<file path="src/rtl/ari_pkg.sv">
// Package: shared sizing for the auto-ranging integrator.
// Assumes: consumers derive their own widths from these defaults.
package ari_pkg;
    parameter int ACC_W    = 12;  // accumulator / DAC code width
    parameter int EXP_W    = 3;   // exponent width
    parameter int EXP_MAX  = 7;   // exponent ceiling
    parameter int HIST_LEN = 5;   // stored past decisions
    parameter int ALT_LEN  = 4;   // alternations that trigger a reduction
endpackage

</file>
<file path="src/rtl/ari_history.sv">
// Module: ari_history
// Keeps the last HIST_LEN enabled comparator decisions (bit 0 newest) and a
// saturating fill count, so decisions from before reset are never trusted.
// Assumes: synchronous active-low reset; updates only when sample_en is high.
module ari_history #(
    parameter int HIST_LEN = ari_pkg::HIST_LEN
) (
    input  logic                clk,
    input  logic                rst_n,
    input  logic                sample_en,
    input  logic                cmp_bit,
    output logic [HIST_LEN-1:0] hist,
    output logic                hist_full,
    output logic                has_prev
);
    localparam int FILL_W = $clog2(HIST_LEN + 1);
    localparam logic [FILL_W-1:0] FILL_MAX = FILL_W'(HIST_LEN);

    logic [HIST_LEN-1:0] hist_q;
    logic [FILL_W-1:0]   fill_q;

    // Shift the newest decision in at bit 0.
    always_ff @(posedge clk) begin
        if (!rst_n) begin
            hist_q <= '0;
        end else if (sample_en) begin
            hist_q <= {hist_q[HIST_LEN-2:0], cmp_bit};
        end
    end

    // Count valid history entries up to HIST_LEN.
    always_ff @(posedge clk) begin
        if (!rst_n) begin
            fill_q <= '0;
        end else if (sample_en && fill_q != FILL_MAX) begin
            fill_q <= fill_q + 1'b1;
        end
    end

    // Expose the history and its validity.
    always_comb begin
        hist      = hist_q;
        hist_full = (fill_q == FILL_MAX);
        has_prev  = (fill_q != '0);
    end


    hist_hold_chk: assert property (@(posedge clk) disable iff (!rst_n)
        !sample_en |=> $stable(hist_q));


    fill_reset_chk: assert property (@(posedge clk)
        !rst_n |=> (fill_q == '0));
endmodule

</file>
<file path="src/rtl/ari_exp_ctrl.sv">
// Module: ari_exp_ctrl
// Adapts the step exponent: grows on a decision matching a full history of
// equal decisions, shrinks after ALT_LEN consecutive alternations.
// Assumes: history comes from ari_history; a change is used from the next
// enabled sample onwards.
module ari_exp_ctrl #(
    parameter int HIST_LEN = ari_pkg::HIST_LEN,
    parameter int EXP_W    = ari_pkg::EXP_W,
    parameter int EXP_MAX  = ari_pkg::EXP_MAX,
    parameter int ALT_LEN  = ari_pkg::ALT_LEN
) (
    input  logic                clk,
    input  logic                rst_n,
    input  logic                sample_en,
    input  logic                cmp_bit,
    input  logic [HIST_LEN-1:0] hist,
    input  logic                hist_full,
    input  logic                has_prev,
    output logic [EXP_W-1:0]    exp_out
);
    localparam int ALT_W = $clog2(ALT_LEN + 1);
    localparam logic [ALT_W-1:0] ALT_TRIG = ALT_W'(ALT_LEN);
    localparam logic [EXP_W-1:0] EXP_TOP  = EXP_W'(EXP_MAX);

    logic [EXP_W-1:0] exp_q;
    logic [ALT_W-1:0] alt_q;
    logic [ALT_W-1:0] alt_next;
    logic             grow;
    logic             shrink;
    logic             toggled;

    // Decide grow / shrink from the history and the new decision.
    always_comb begin
        toggled  = has_prev && (cmp_bit != hist[0]);
        grow     = sample_en && hist_full && (hist == {HIST_LEN{cmp_bit}});
        alt_next = toggled ? alt_q + 1'b1 : '0;
        shrink   = sample_en && (alt_next == ALT_TRIG);
    end

    // Track consecutive alternations, restarting after each reduction.
    always_ff @(posedge clk) begin
        if (!rst_n) begin
            alt_q <= '0;
        end else if (sample_en) begin
            alt_q <= (alt_next == ALT_TRIG) ? '0 : alt_next;
        end
    end

    // Move the exponent one step within [0, EXP_MAX].
    always_ff @(posedge clk) begin
        if (!rst_n) begin
            exp_q <= '0;
        end else if (grow && exp_q != EXP_TOP) begin
            exp_q <= exp_q + 1'b1;
        end else if (shrink && exp_q != '0) begin
            exp_q <= exp_q - 1'b1;
        end
    end

    assign exp_out = exp_q;


    exp_hold_chk: assert property (@(posedge clk) disable iff (!rst_n)
        !sample_en |=> $stable(exp_q));


    exp_ceiling_chk: assert property (@(posedge clk) disable iff (!rst_n)
        (grow && exp_q == EXP_TOP) |=> (exp_q == EXP_TOP));


    exp_floor_chk: assert property (@(posedge clk) disable iff (!rst_n)
        (shrink && exp_q == '0) |=> (exp_q == '0));


    grow_shrink_excl_chk: assert property (@(posedge clk) disable iff (!rst_n)
        !(grow && shrink));
endmodule

</file>
<file path="src/rtl/ari_accum.sv">
// Module: ari_accum
// Saturating up/down accumulator with a step of 2^exp.
// Assumes: exp never exceeds ACC_W-1; synchronous active-low reset to mid-scale.
module ari_accum #(
    parameter int ACC_W = ari_pkg::ACC_W,
    parameter int EXP_W = ari_pkg::EXP_W
) (
    input  logic             clk,
    input  logic             rst_n,
    input  logic             sample_en,
    input  logic             cmp_bit,
    input  logic [EXP_W-1:0] exp_in,
    output logic [ACC_W-1:0] acc
);
    localparam logic [ACC_W-1:0] ACC_MID = ACC_W'(1) << (ACC_W - 1);
    localparam logic [ACC_W:0]   ACC_TOP = {1'b0, {ACC_W{1'b1}}};

    logic [ACC_W-1:0] acc_q;
    logic [ACC_W:0]   step;
    logic [ACC_W:0]   wide;
    logic [ACC_W-1:0] acc_next;

    // Form the saturated next value.
    always_comb begin
        step = {{ACC_W{1'b0}}, 1'b1} << exp_in;
        wide = {1'b0, acc_q};
        if (cmp_bit) begin
            wide     = wide + step;
            acc_next = (wide > ACC_TOP) ? ACC_TOP[ACC_W-1:0] : wide[ACC_W-1:0];
        end else begin
            acc_next = (wide < step) ? '0 : (wide - step);
        end
    end

    // Register the accumulator on enabled samples.
    always_ff @(posedge clk) begin
        if (!rst_n) begin
            acc_q <= ACC_MID;
        end else if (sample_en) begin
            acc_q <= acc_next;
        end
    end

    assign acc = acc_q;


    acc_hold_chk: assert property (@(posedge clk) disable iff (!rst_n)
        !sample_en |=> $stable(acc_q));


    acc_top_chk: assert property (@(posedge clk) disable iff (!rst_n)
        (sample_en && cmp_bit && acc_q == ACC_TOP[ACC_W-1:0]) |=> (acc_q == ACC_TOP[ACC_W-1:0]));


    acc_bottom_chk: assert property (@(posedge clk) disable iff (!rst_n)
        (sample_en && !cmp_bit && acc_q == '0) |=> (acc_q == '0));


    acc_up_chk: assert property (@(posedge clk) disable iff (!rst_n)
        (sample_en && cmp_bit && acc_q != ACC_TOP[ACC_W-1:0]) |=> (acc_q > $past(acc_q)));


    acc_down_chk: assert property (@(posedge clk) disable iff (!rst_n)
        (sample_en && !cmp_bit && acc_q != '0) |=> (acc_q < $past(acc_q)));
endmodule

</file>
<file path="src/rtl/autorange_integrator.sv">
// Module: autorange_integrator
// Top of the auto-ranging digital integrator: decision history, exponent
// control and saturating accumulator.
// Assumes: one comparator decision per enabled clock; outputs are registered.
module autorange_integrator #(
    parameter int ACC_W    = ari_pkg::ACC_W,
    parameter int EXP_W    = ari_pkg::EXP_W,
    parameter int EXP_MAX  = ari_pkg::EXP_MAX,
    parameter int HIST_LEN = ari_pkg::HIST_LEN,
    parameter int ALT_LEN  = ari_pkg::ALT_LEN
) (
    input  logic             clk,
    input  logic             rst_n,
    input  logic             sample_en,
    input  logic             cmp_bit,
    output logic [ACC_W-1:0] dac_code,
    output logic [EXP_W-1:0] step_exp
);
    logic [HIST_LEN-1:0] hist;
    logic                hist_full;
    logic                has_prev;
    logic [EXP_W-1:0]    exp_cur;

    ari_history #(.HIST_LEN(HIST_LEN)) u_hist (
        .clk       (clk),
        .rst_n     (rst_n),
        .sample_en (sample_en),
        .cmp_bit   (cmp_bit),
        .hist      (hist),
        .hist_full (hist_full),
        .has_prev  (has_prev)
    );

    ari_exp_ctrl #(
        .HIST_LEN (HIST_LEN),
        .EXP_W    (EXP_W),
        .EXP_MAX  (EXP_MAX),
        .ALT_LEN  (ALT_LEN)
    ) u_exp (
        .clk       (clk),
        .rst_n     (rst_n),
        .sample_en (sample_en),
        .cmp_bit   (cmp_bit),
        .hist      (hist),
        .hist_full (hist_full),
        .has_prev  (has_prev),
        .exp_out   (exp_cur)
    );

    ari_accum #(.ACC_W(ACC_W), .EXP_W(EXP_W)) u_acc (
        .clk       (clk),
        .rst_n     (rst_n),
        .sample_en (sample_en),
        .cmp_bit   (cmp_bit),
        .exp_in    (exp_cur),
        .acc       (dac_code)
    );

    assign step_exp = exp_cur;


    reset_state_chk: assert property (@(posedge clk)
        !rst_n |=> (dac_code == (ACC_W'(1) << (ACC_W - 1)) && step_exp == '0));


    exp_single_step_chk: assert property (@(posedge clk) disable iff (!rst_n)
        sample_en |=> (step_exp == $past(step_exp) || step_exp == $past(step_exp) + 1'b1
                       || step_exp == $past(step_exp) - 1'b1));
endmodule

</file>
<file path="config.mk">
export PLATFORM = sky130hd
export DESIGN_NAME = autorange_integrator
export DESIGN_NICKNAME = d
export VERILOG_FILES = /design/src/rtl/ari_pkg.sv /design/src/rtl/ari_history.sv /design/src/rtl/ari_exp_ctrl.sv /design/src/rtl/ari_accum.sv /design/src/rtl/autorange_integrator.sv
export SDC_FILE = /design/constraint.sdc
export NUM_CORES = 1
export LEC_CHECK = 0
export BUFFER_PORTS_ARGS = -buffer_cell sky130_fd_sc_hd__buf_4
export CAP_MARGIN = 20
export CORE_ASPECT_RATIO = 1.4
export CORE_MARGIN = 2
export CORE_UTILIZATION = 60
export CTS_CLUSTER_DIAMETER = 100
export DETAILED_ROUTE_END_ITERATION = 6
export MAX_ROUTING_LAYER = met4
export PLACE_DENSITY = 0.9
export SYNTH_ARGS = -nofsm -noshare
export SYNTH_HDL_FRONTEND = slang
export SYNTH_SLANG_ARGS = --single-unit
</file>
<file path="constraint.sdc">
create_clock -name clk -period 3.4 [get_ports clk]
set_input_delay 0.34 -clock clk [delete_from_list [all_inputs] [get_ports clk]]
set_output_delay 0.34 -clock clk [all_outputs]
set_load 0.02 [all_outputs]
</file>
Word-level counts from Yosys, hierarchy flattened
Cells that the tools add are included.
{"block": "word_totals", "output_inout_bits": 15, "mem_bits_ro": 0, "register_bits": 26, "mem_bits_rw": 0, "input_bits": 4, "n_memories": 0, "word_cells": 37, "latch_bits": 0}
{"block": "classes", "add_sub_neg": 6, "n_eq_ne": 6, "magnitude_cmp": 2, "multipliers": 0, "reduce_logical": 10, "div_mod_pow": 0, "mux": 7, "shifts": 1, "bitwise_logic": 0}
{"cell": "$mux W12", "n": 3}
{"cell": "$add A12 B13 Y13", "n": 1}
{"cell": "$gt A13 B12 Y1 const B", "n": 1}
{"cell": "$lt A12 B13 Y1", "n": 1}
{"cell": "$shl A1 B3 Y13 const A", "n": 1}
{"cell": "$mux W3", "n": 4}
{"cell": "$sub A12 B12 Y12", "n": 1}
{"cell": "$add A3 B1 Y3 const B", "n": 3}
{"cell": "$logic_and A1 B1 Y1", "n": 7}
{"cell": "$eq A3 B3 Y1 const B", "n": 2}
{"cell": "$ne A3 B3 Y1 const B", "n": 2}
{"cell": "$reduce_bool A3 Y1", "n": 2}
{"cell": "$eq A5 B5 Y1", "n": 1}
{"cell": "$sub A3 B1 Y3 const B", "n": 1}
{"cell": "$reduce_bool A2 Y1", "n": 1}
{"cell": "$ne A1 B1 Y1", "n": 1}

Depth between registers and ports, before layout
Gate-level depths: netlist of the first run.
{"block": "depth", "word_depth": 8, "depth_mapped": 11}

By module
Synthesis of the first run repeated with hierarchy kept, for this count alone.
{"block": "hier_totals", "hier_cells": 297, "hier_area_um2": 2443.6}
{"mod": "ari_accum", "cells_per_inst": 216, "area_each_um2": 1620.3, "n_inst": 1, "seq_area_each_um2": 240.2}
{"mod": "ari_exp_ctrl", "cells_per_inst": 44, "area_each_um2": 425.4, "n_inst": 1, "seq_area_each_um2": 120.1}
{"mod": "ari_history", "cells_per_inst": 37, "area_each_um2": 397.9, "n_inst": 1, "seq_area_each_um2": 160.2}

Least setup slack after synthesis of the first run
No wires, ideal clock.
{"block": "synth_timing", "kind": "reg-to-reg", "start": "register u_exp.exp_q[1], in the netlist u_exp.exp_out[1]", "end": "register u_acc.acc_q[9], in the netlist u_acc.acc[9]", "n_path_buf": 2, "arrival_ps": 2693, "synth_period_minus_slack_ps": 2815, "setup_slack_ps": 585, "stages_incl_launch_ff": 11, "setup_ps": 122, "path_cell_list": "dfxtp_1 > clkbuf_1 > or3b_2 > ha_1 > buf_2 > o211ai_1 > a21oi_1 > o211ai_1 > nand2_1 > mux2i_1 > a311o_1"}
{"block": "synth_between", "elab_chain_len": 5, "elab_cells_between_ends": 8}
{"element": "from (decl)", "line_no": "ari_exp_ctrl.sv:25", "rtl": "logic [EXP_W-1:0] exp_q;"}
{"element": "from (signal assigned)", "line_no": "ari_exp_ctrl.sv:54", "rtl": "exp_q <= exp_q + 1'b1;"}
{"element": "from (signal assigned)", "line_no": "ari_exp_ctrl.sv:56", "rtl": "exp_q <= exp_q - 1'b1;"}
{"element": "$shl A1 B3 Y13 (*)", "line_no": "ari_accum.sv:25", "rtl": "step = {{ACC_W{1'b0}}, 1'b1} << exp_in;"}
{"element": "$add A12 B13 Y13", "line_no": "ari_accum.sv:28", "rtl": "wide = wide + step;"}
{"element": "$gt A13 B12 Y1", "line_no": "ari_accum.sv:29", "rtl": "acc_next = (wide > ACC_TOP) ? ACC_TOP[ACC_W-1:0] : wide[ACC_W-1:0];"}
{"element": "$mux W12", "line_no": "ari_accum.sv:29"}
{"element": "$mux W12 (*)", "line_no": "ari_accum.sv:27", "rtl": "if (cmp_bit) begin"}
{"element": "to (signal assigned)", "line_no": "ari_accum.sv:40", "rtl": "acc_q <= acc_next;"}
{"element": "to (decl)", "line_no": "ari_accum.sv:18", "rtl": "logic [ACC_W-1:0] acc_q;"}
Every way passes the cells marked *; elsewhere a longest branch is shown, timed or not.
A chain may end at the register's enable or synchronous reset.

Worst setup path in the final report of the first run
{"block": "layout_timing", "start": "register u_exp.exp_q[2], in the netlist u_exp.exp_out[2]", "end": "register u_acc.acc_q[6], in the netlist u_acc.acc[6]"}
Same word-level chain as after synthesis.

==> results.cfg, run 1 <==
[outcome]
status = complete, no violations

[logic_synthesis]
synth_compound_area_share_pct = 21.3
synth_area_per_cell_um2 = 7.89
synth_nets = 310
synth_top_family_by_area = simple AND/OR/NAND/NOR gates
ys_ff_latch = 26
synthCells = 283
yosys.area_share.simple_pct = 23.4
synth_warnings = 0
ys_seq_area_share_pct = 23.3
synth-main-ff-cell = dfxtp_1
synth_edf_count = 0
ys_types = 56
synthMuxAreaShare_pct = 4.59
synth-xor-area-share_pct = 6.27
synth_adder_area_share_pct = 13.9
netlist_area_um2 = 2230
async_flop_share_pct = 0

[floorplanning]
start_util_pct = 61.9
dieArea_um2 = 4230
die_w_um = 55.6
die_h_um = 76.2
io_pins = 19
coreArea_um2 = 3610
fp-row-count = 26

[place]
io_buffers = 18
gp_congestion = 0.949
post-dp-hpwl_um = 3850

[critical_path]
arrival_ns = 3.18
r2r_end = u_acc.acc[6]$_SDFFE_PN0P_
crit_type = reg2reg
worst_ep_required_time_ns = 3.61
worst-path-max-fanout = 10
cp_num_buf_inv = 0
rr_worst_depth = 8
rr_startpoint = u_exp.exp_out[2]$_SDFFE_PN0P_
path_delay_family = compound AO/OA/AOI/OAI gates
crit_path_start_kind = flip-flop
cp_cell_sequence = or3b_2, ha_1, o211ai_1, a21oi_1, o211ai_1, a21oi_1, nand2_1, a31oi_1
critical-path-max-stage-delay_ns = 0.51
worstSetupEndpointType = flip-flop
cp_slowest_cell = or3b_2
rrSetupSlack_ns = 0.43

[hold_path]
min_path_type = in2reg
worstHoldStart = rst_n
holdPathEnd = u_acc.acc[11]$_SDFFE_PN1P_
holdPathStages = 2

[sta]
fin_tns_setup_ns = 0
drv_slew = 0
report.final.setup_viol = 0
fin_crit_sh_pct = 87.3
max_freq_mhz = 337
worstMarginPinSlew_ns = 0.725
max_slew_margin_pct = 51.6
fin_worst_skew_ns = 0.00873
hold_viol_final = 0
rsz0062_at_grt = false
period_needed_ns = 2.97

[clocking]
cts_tree = built
numCtsBuffers = 3
cts.sinks = 26
post_cts_buffers = 0
htree_levels = 1
clkTransAtPathRegs_ns = 0.10
clk_latency_ns = 0.28
hold_buffers = 0
cts_buffer_depth = 2
cts_root_buf = clkbuf_8
cts_resized = 0

[route]
route.detailed.drc = 0
routedWlPerCell_um = 15.6
wl_um = 5150
antenna_left = 0
viasPerCell = 6.14
drtIter0Drc = 60
dr.pass1.iters = 4
vias = 2027

[power_and_ir_drop]
ir_drop_mv = 0.394
p_per_area_nw_per_um2 = 417
p_leak_nw = 1.05
fin_total_pwr_mw = 1.01

[global_routing]
grt.total_usage_pct = 26.2
grt_pass1_vias = 1953
grt_overflow = 0
grt_max_degree = 24
antenna_found_initial = 0
grt_pass1_wl_um = 8830

[flow_run]
cap_violations = 0

[layout]
regArea_um2 = 520
antenna_cells = 0
multiInputGateArea_um2 = 1550
syn_to_final_growth_pct = 7.84
num-nets-final = 316
fillers = 306
drive_gt1_share_pct = 10.4
-- metrics by stage --
stage                     std cells  util [%]  hold slack (ns)  setup WS (ns)  cell area [um2]
after floorplan                 283         -            0.420          0.585             2230
after global placement          326      64.7            0.499          0.597             2340
after detailed placement        326      64.7            0.496          0.528             2340
after CTS                       330      66.7            0.294          0.495             2410
after global routing            330      66.7            0.309          0.178             2410
final                           330      66.7            0.289          0.432             2410
-- cells by family (layout without fill, tap and decap cells) --
group | Yosys count | in the layout
xor+xnor | 16 | 16
flops | 26 | 26
buf+inv | 38 | 43
compound gates | 72 | 72
mux | 9 | 9
simple gates | 99 | 99
fa+ha+maj | 23 | 23
-- cells in the final DEF, fill, tap and decap left out, types with 7 or more instances in the layout --
master	count
nor2b_1	8
dfxtp_1	26
nor3_1	8
inv_1	20
nand2_1	25
nor2_1	24
a21oi_1	22
o211ai_1	7
mux2i_1	8
a31oi_1	10
buf_4	18
ha_1	20
xnor2_1	11
-- how the worst max path moves through the flow --
stage	start	to	slack [ns]	depth (start not counted)
detailed placement	u_exp.exp_out[2]$_SDFFE_PN0P_	u_acc.acc[7]$_SDFFE_PN0P_	0.53	7
finish	u_exp.exp_out[2]$_SDFFE_PN0P_	u_acc.acc[6]$_SDFFE_PN0P_	0.43	8
global placement	u_exp.exp_out[2]$_SDFFE_PN0P_	u_acc.acc[9]$_SDFFE_PN0P_	0.60	8
global route	u_exp.exp_out[2]$_SDFFE_PN0P_	u_acc.acc[3]$_SDFFE_PN0P_	0.18	8
CTS	u_exp.exp_out[2]$_SDFFE_PN0P_	u_acc.acc[7]$_SDFFE_PN0P_	0.50	7
floorplan	u_exp.exp_out[1]$_SDFFE_PN0P_	u_acc.acc[9]$_SDFFE_PN0P_	0.58	10
-- power breakdown --
part	total, mW	internal, mW	leakage [nW]	switching, mW
Sequential	0.372	0.331	0.212	0.0403
Clock	0.264	0.158	0.0357	0.106
Combinational	0.370	0.157	0.798	0.213
Total	1.01	0.646	1.05	0.359
-- registers in the layout, summed over array words and instances, names as in the netlist --
| signal | cells |
|---|---|
| u_exp.alt_q | 3 |
| u_exp.exp_out | 3 |
| u_acc.acc | 12 |
| u_hist.hist | 5 |
| u_hist.fill_q | 3 |
-- worst register-to-register path: stages, from the launching register on --
cell      delay [ns]
dfxtp_1         0.50
or3b_2          0.51
ha_1            0.51
o211ai_1        0.17
a21oi_1         0.16
o211ai_1        0.21
a21oi_1         0.48
nand2_1         0.17
a31oi_1         0.19
-- cell usage after synthesis, types with 2 or more instances --
master / count / share of area [%]
dfxtp_1: 26 / 23
a31oi_1: 10 / 2.8
o31a_1: 2 / 0.78
nor2_1: 24 / 4.0
or3b_2: 3 / 1.2
nand4_1: 2 / 0.56
inv_1: 20 / 3.4
a21oi_1: 22 / 4.9
clkbuf_1: 7 / 1.2
o21ai_0: 4 / 0.90
o21ai_1: 6 / 1.3
o211ai_1: 7 / 2.4
mux2i_1: 8 / 3.6
ha_1: 20 / 11
nor2b_1: 8 / 2.2
or4_1: 2 / 0.67
xor2_1: 5 / 2.0
and3_1: 2 / 0.56
a22oi_1: 3 / 1.0
nand2b_1: 6 / 1.7
xnor2_1: 11 / 4.3
buf_2: 7 / 1.6
a211oi_1: 2 / 0.67
nand3_1: 6 / 1.3
and3b_1: 2 / 0.78
a2bb2oi_1: 2 / 0.78
nand2_1: 25 / 4.2
nor3_1: 8 / 1.8
fa_1: 3 / 2.7
nand3b_1: 4 / 1.3
-- area by class of cell --
class                           instances  area share, %
Sequential cell                        26           21.6
Multi-Input combinational cell        219           64.4
Inverter                               21           3.27
Clock buffer                            3           1.71
Clock inverter                          1           1.25
Timing Repair Buffer                   18           5.61
Tap cell                               42           2.18
-- layer usage --
layer | up-vias | wire length [um] | track usage, %
li1 | 1002 | - | -
met1 | 952 | 2170 | 30.7
met2 | 55 | 2560 | 43.1
met3 | 18 | 199 | 2.72
met4 | 0 | 217 | 14.9
met5 | - | 0 | -
(Power assumes the default switching activity.)
==> inputs of run 2 (changes only) <==
CORE_UTILIZATION = 45   (was 60)
PLACE_DENSITY = 0.73   (was 0.9)
==> results.cfg, run 2 (same netlist as run 1, synthesis figures left out) <==
[sta]
worst_slack_ns = 0.490
worstMarginPinSlew_ns = 0.753
report.final.setup_viol = 0
max_slew_margin_pct = 49.8
rsz0062_at_grt = false
hold_viol_final = 0
max_freq_mhz = 344
drv_slew = 0
fin_worst_skew_ns = 0.00396
fin_crit_sh_pct = 85.6
fin_tns_setup_ns = 0
period_needed_ns = 2.91

[critical_path]
crit_type = reg2reg
cp-endpoint = u_acc.acc[5]$_SDFFE_PN0P_
r2r_end = u_acc.acc[5]$_SDFFE_PN0P_
rr_startpoint = u_exp.exp_out[1]$_SDFFE_PN0P_
cp_num_buf_inv = 0
rrSetupSlack_ns = 0.49
rr_worst_depth = 8
path_delay_family = compound AO/OA/AOI/OAI gates
cp_slowest_cell = dfxtp_1
worstSetupEndpointType = flip-flop
arrival_ns = 3.11
cp_cell_sequence = or3b_2, ha_1, o211ai_1, a21oi_1, o211ai_1, a21oi_1, nand2_1, a31oi_1
crit_path_start_kind = flip-flop
critPathLaunch = u_exp.exp_out[1]$_SDFFE_PN0P_
worst_ep_required_time_ns = 3.60
critical-path-max-stage-delay_ns = 0.53
worst-path-max-fanout = 11
cp_num_cells = 8

[floorplanning]
die_h_um = 87.4
dieArea_um2 = 5550
die_w_um = 63.5
start_util_pct = 46.5
coreArea_um2 = 4800
io_pins = 19
fp-row-count = 30

[route]
wl_um = 5190
routedWlPerCell_um = 14.7
antenna_left = 0
drtIter0Drc = 64
route.detailed.drc = 0
vias = 1995
dr.pass1.iters = 4
viasPerCell = 5.67

[hold_path]
worstHoldStart = rst_n
holdPathStages = 2
min_path_type = in2reg

[place]
io_buffers = 18
post-dp-hpwl_um = 4040
placed_area_um2 = 2360
gp_congestion = 0.938
dp_slack_ns = 0.559

[clocking]
cts_root_buf = clkbuf_8
cts_resized = 0
post_cts_buffers = 0
numCtsBuffers = 3
clk_latency_ns = 0.27
clkTransAtPathRegs_ns = 0.10
cts_buffer_depth = 2
htree_levels = 1
cts_tree = built
cts.sinks = 26
hold_buffers = 0

[outcome]
status = complete, no violations

[power_and_ir_drop]
p_leak_nw = 1.05
p_per_area_nw_per_um2 = 412
ir_drop_mv = 0.260

[global_routing]
antenna_found_initial = 0
grt_pass1_vias = 1797
grt.total_usage_pct = 19.8
grt_overflow = 0
grt_pass1_wl_um = 8460
grt_max_degree = 24

[layout]
num-nets-final = 316
antenna_cells = 0
final_cell_mix = 26 x dfxtp_1, 25 x nand2_1, 24 x nor2_1
final_common_cell = dfxtp_1
syn_to_final_growth_pct = 9.08
fillers = 496
regArea_um2 = 520
largest_register_ffs = 12
postLayoutCellArea_um2 = 2440
drive_gt1_share_pct = 10.4
multiInputGateArea_um2 = 1550

[flow_run]
cap_violations = 0
==> run 2: cell counts in the layout (fill, tap and decap cells not counted) <==
No cell type changed its count.
==> run 2: through the flow <==
step           power, mW  hold slack, ns  std cells  util (%)
6_report            1.00           0.295        352      50.7
5_1_grt             1.07           0.320        352      50.7
4_1_cts             1.01           0.293        352      50.7
3_5_place_dp       0.744           0.509        348      49.2
3_3_place_gp       0.744           0.498        348      49.2
2_1_floorplan      0.650           0.420        283         -
==> run 2: worst reg2reg max path: stages, from the launching register on <==
cell and delay, ns:
dfxtp_1 0.53, or3b_2 0.50, ha_1 0.47, o211ai_1 0.14, a21oi_1 0.17, o211ai_1 0.22
a21oi_1 0.46, nand2_1 0.16, a31oi_1 0.19
==> run 2: routing by layer <==
metal  vias to the layer above  part of all wire (%)  GRT usage (%)
li1                       1010                     -              -
met1                       917                    42           23.3
met2                        56                    50           34.1
met3                        12                   4.2           1.81
met4                         0                   3.6           9.29
met5                         -                     0              -
==> run 2: final cells by class <==
type	count	area share, %
Clock inverter	1	1.23
Tap cell	64	3.29
Multi-Input combinational cell	219	63.6
Sequential cell	26	21.4
Timing Repair Buffer	18	5.55
Inverter	21	3.24
Clock buffer	3	1.69
==> run 2: worst min path at each step <==
stage | to | slack [ns]
after floorplan | u_acc.acc[11]$_SDFFE_PN1P_ | 0.42
after global placement | u_exp.alt_q[1]$_SDFFE_PN0P_ | 0.50
after detailed placement | u_hist.hist[4]$_SDFFE_PN0P_ | 0.51
after CTS | u_acc.acc[11]$_SDFFE_PN1P_ | 0.29
after global routing | u_acc.acc[11]$_SDFFE_PN1P_ | 0.32
final | u_acc.acc[11]$_SDFFE_PN1P_ | 0.30
==> run 2: where the power goes <==
| group | internal (mW) | switching, mW | leakage [nW] | total (mW) |
|---|---|---|---|---|
| clock | 0.158 | 0.104 | 0.0357 | 0.261 |
| sequential | 0.331 | 0.0424 | 0.212 | 0.374 |
| combinational | 0.157 | 0.211 | 0.798 | 0.369 |
| total | 0.646 | 0.357 | 1.05 | 1.00 |
==> inputs of run 3 (changes only) <==
GPL_TIMING_DRIVEN = 0   (was unset)
==> results.cfg, run 3 (same netlist as run 1, synthesis figures left out) <==
[layout]
fillers = 513
syn_to_final_growth_pct = 12.5
regArea_um2 = 520
antenna_cells = 0
final_cell_mix = 26 x dfxtp_1, 25 x nand2_1, 24 x nor2_1
multiInputGateArea_um2 = 1550
largest_register_ffs = 12
final_common_cell = dfxtp_1
num-nets-final = 332
drive_gt1_share_pct = 12.5
fin_cells = 368

[critical_path]
cp_cell_sequence = clkbuf_1, or3b_2, fa_1, o21bai_1, a21oi_1, o211a_2, nor2b_1, nand2_1, a31oi_1
critical-path-max-stage-delay_ns = 0.57
worst-path-max-fanout = 9
arrival_ns = 3.36
cp_slowest_cell = or3b_2
worst_ep_required_time_ns = 3.61
crit_path_start_kind = flip-flop
cp_num_buf_inv = 1
crit_type = reg2reg
path_delay_family = simple AND/OR/NAND/NOR gates
worstSetupEndpointType = flip-flop

[route]
dr.pass1.iters = 4
wl_um = 5310
vias = 2033
viasPerCell = 5.52
top_layer = met4
route.detailed.drc = 0
antenna_left = 0
routedWlPerCell_um = 14.4
drt-met1-wl_um = 2280
dr_wl_met3_um = 186
drtIter0Drc = 99
routed-wl-met2_um = 2690

[global_routing]
grt_pass1_vias = 1958
grt_pass1_wl_um = 9030
grt_overflow = 0
grt_max_degree = 16
antenna_found_initial = 0
grt.total_usage_pct = 21.0

[sta]
fin_tns_setup_ns = 0
hold_viol_final = 0
fin_crit_sh_pct = 92.8
max_slew_margin_pct = 61.6
fin_worst_skew_ns = 0.00747
rsz0062_at_grt = false
period_needed_ns = 3.15
worstMarginPinSlew_ns = 0.576
worst_slack_ns = 0.246
drv_slew = 0
max_freq_mhz = 317
report.final.setup_viol = 0

[floorplanning]
die_w_um = 63.5
start_util_pct = 46.5
die_h_um = 87.4
coreArea_um2 = 4800
fp-row-count = 30
io_pins = 19
dieArea_um2 = 5550

[clocking]
numCtsBuffers = 3
clkTransAtPathRegs_ns = 0.11
clk_latency_ns = 0.28
cts_tree = built
htree_levels = 1
hold_buffers = 0
cts_resized = 0
post_cts_buffers = 0
cts_root_buf = clkbuf_8
cts.sinks = 26
cts_buffer_depth = 2

[hold_path]
min_path_type = in2reg

[power_and_ir_drop]
ir_drop_mv = 0.269
p_leak_nw = 1.08
p_per_area_nw_per_um2 = 405

[place]
io_buffers = 17
dp_slack_ns = 0.282
post-dp-hpwl_um = 4130
gp_congestion = 0.922
place_inst = 364

[outcome]
status = complete, no violations

[flow_run]
cap_violations = 0
run 3: power breakdown:
group	switching, mW	internal (mW)
clock	0.114	0.158
combinational	0.223	0.162
sequential	0.0298	0.331
run 3: through the flow:
step	power (mW)	util, %	hold WS, ns	instance area (um2)
floorplan	0.650	-	0.420	2230
global placement	0.742	50.8	0.489	2440
detailed placement	0.749	50.8	0.508	2440
CTS	1.02	52.3	0.288	2510
global route	1.08	52.3	0.299	2510
finish	1.02	52.3	0.284	2510
run 3: cell type report:
cell class | count | area share [%]
tap | 64 | 3.19
multi-input combinational | 219 | 61.7
inverter | 21 | 3.14
timing repair buffer | 17 | 5.08
clock buffer | 3 | 1.64
clock inverter | 1 | 1.20
buffer | 17 | 3.34
sequential | 26 | 20.7
run 3: final timing paths:
kind	from	to	slack, ns	depth (start not counted)
worst min-delay path	rst_n	u_acc.acc[11]$_SDFFE_PN1P_	0.28	2
worst min register to register	u_acc.acc[5]$_SDFFE_PN0P_	u_acc.acc[5]$_SDFFE_PN0P_	0.52	2
worst max-delay path	u_exp.exp_out[0]$_SDFFE_PN0P_	u_acc.acc[1]$_SDFFE_PN0P_	0.25	9
worst max register to register	u_exp.exp_out[0]$_SDFFE_PN0P_	u_acc.acc[1]$_SDFFE_PN0P_	0.25	9
run 3: layer usage:
metal / vias to the layer above / track usage [%]
met2: 43 / 36.2
met1: 943 / 24.5
met5: - / -
li1: 1034 / -
met3: 13 / 1.68
met4: 0 / 10.7
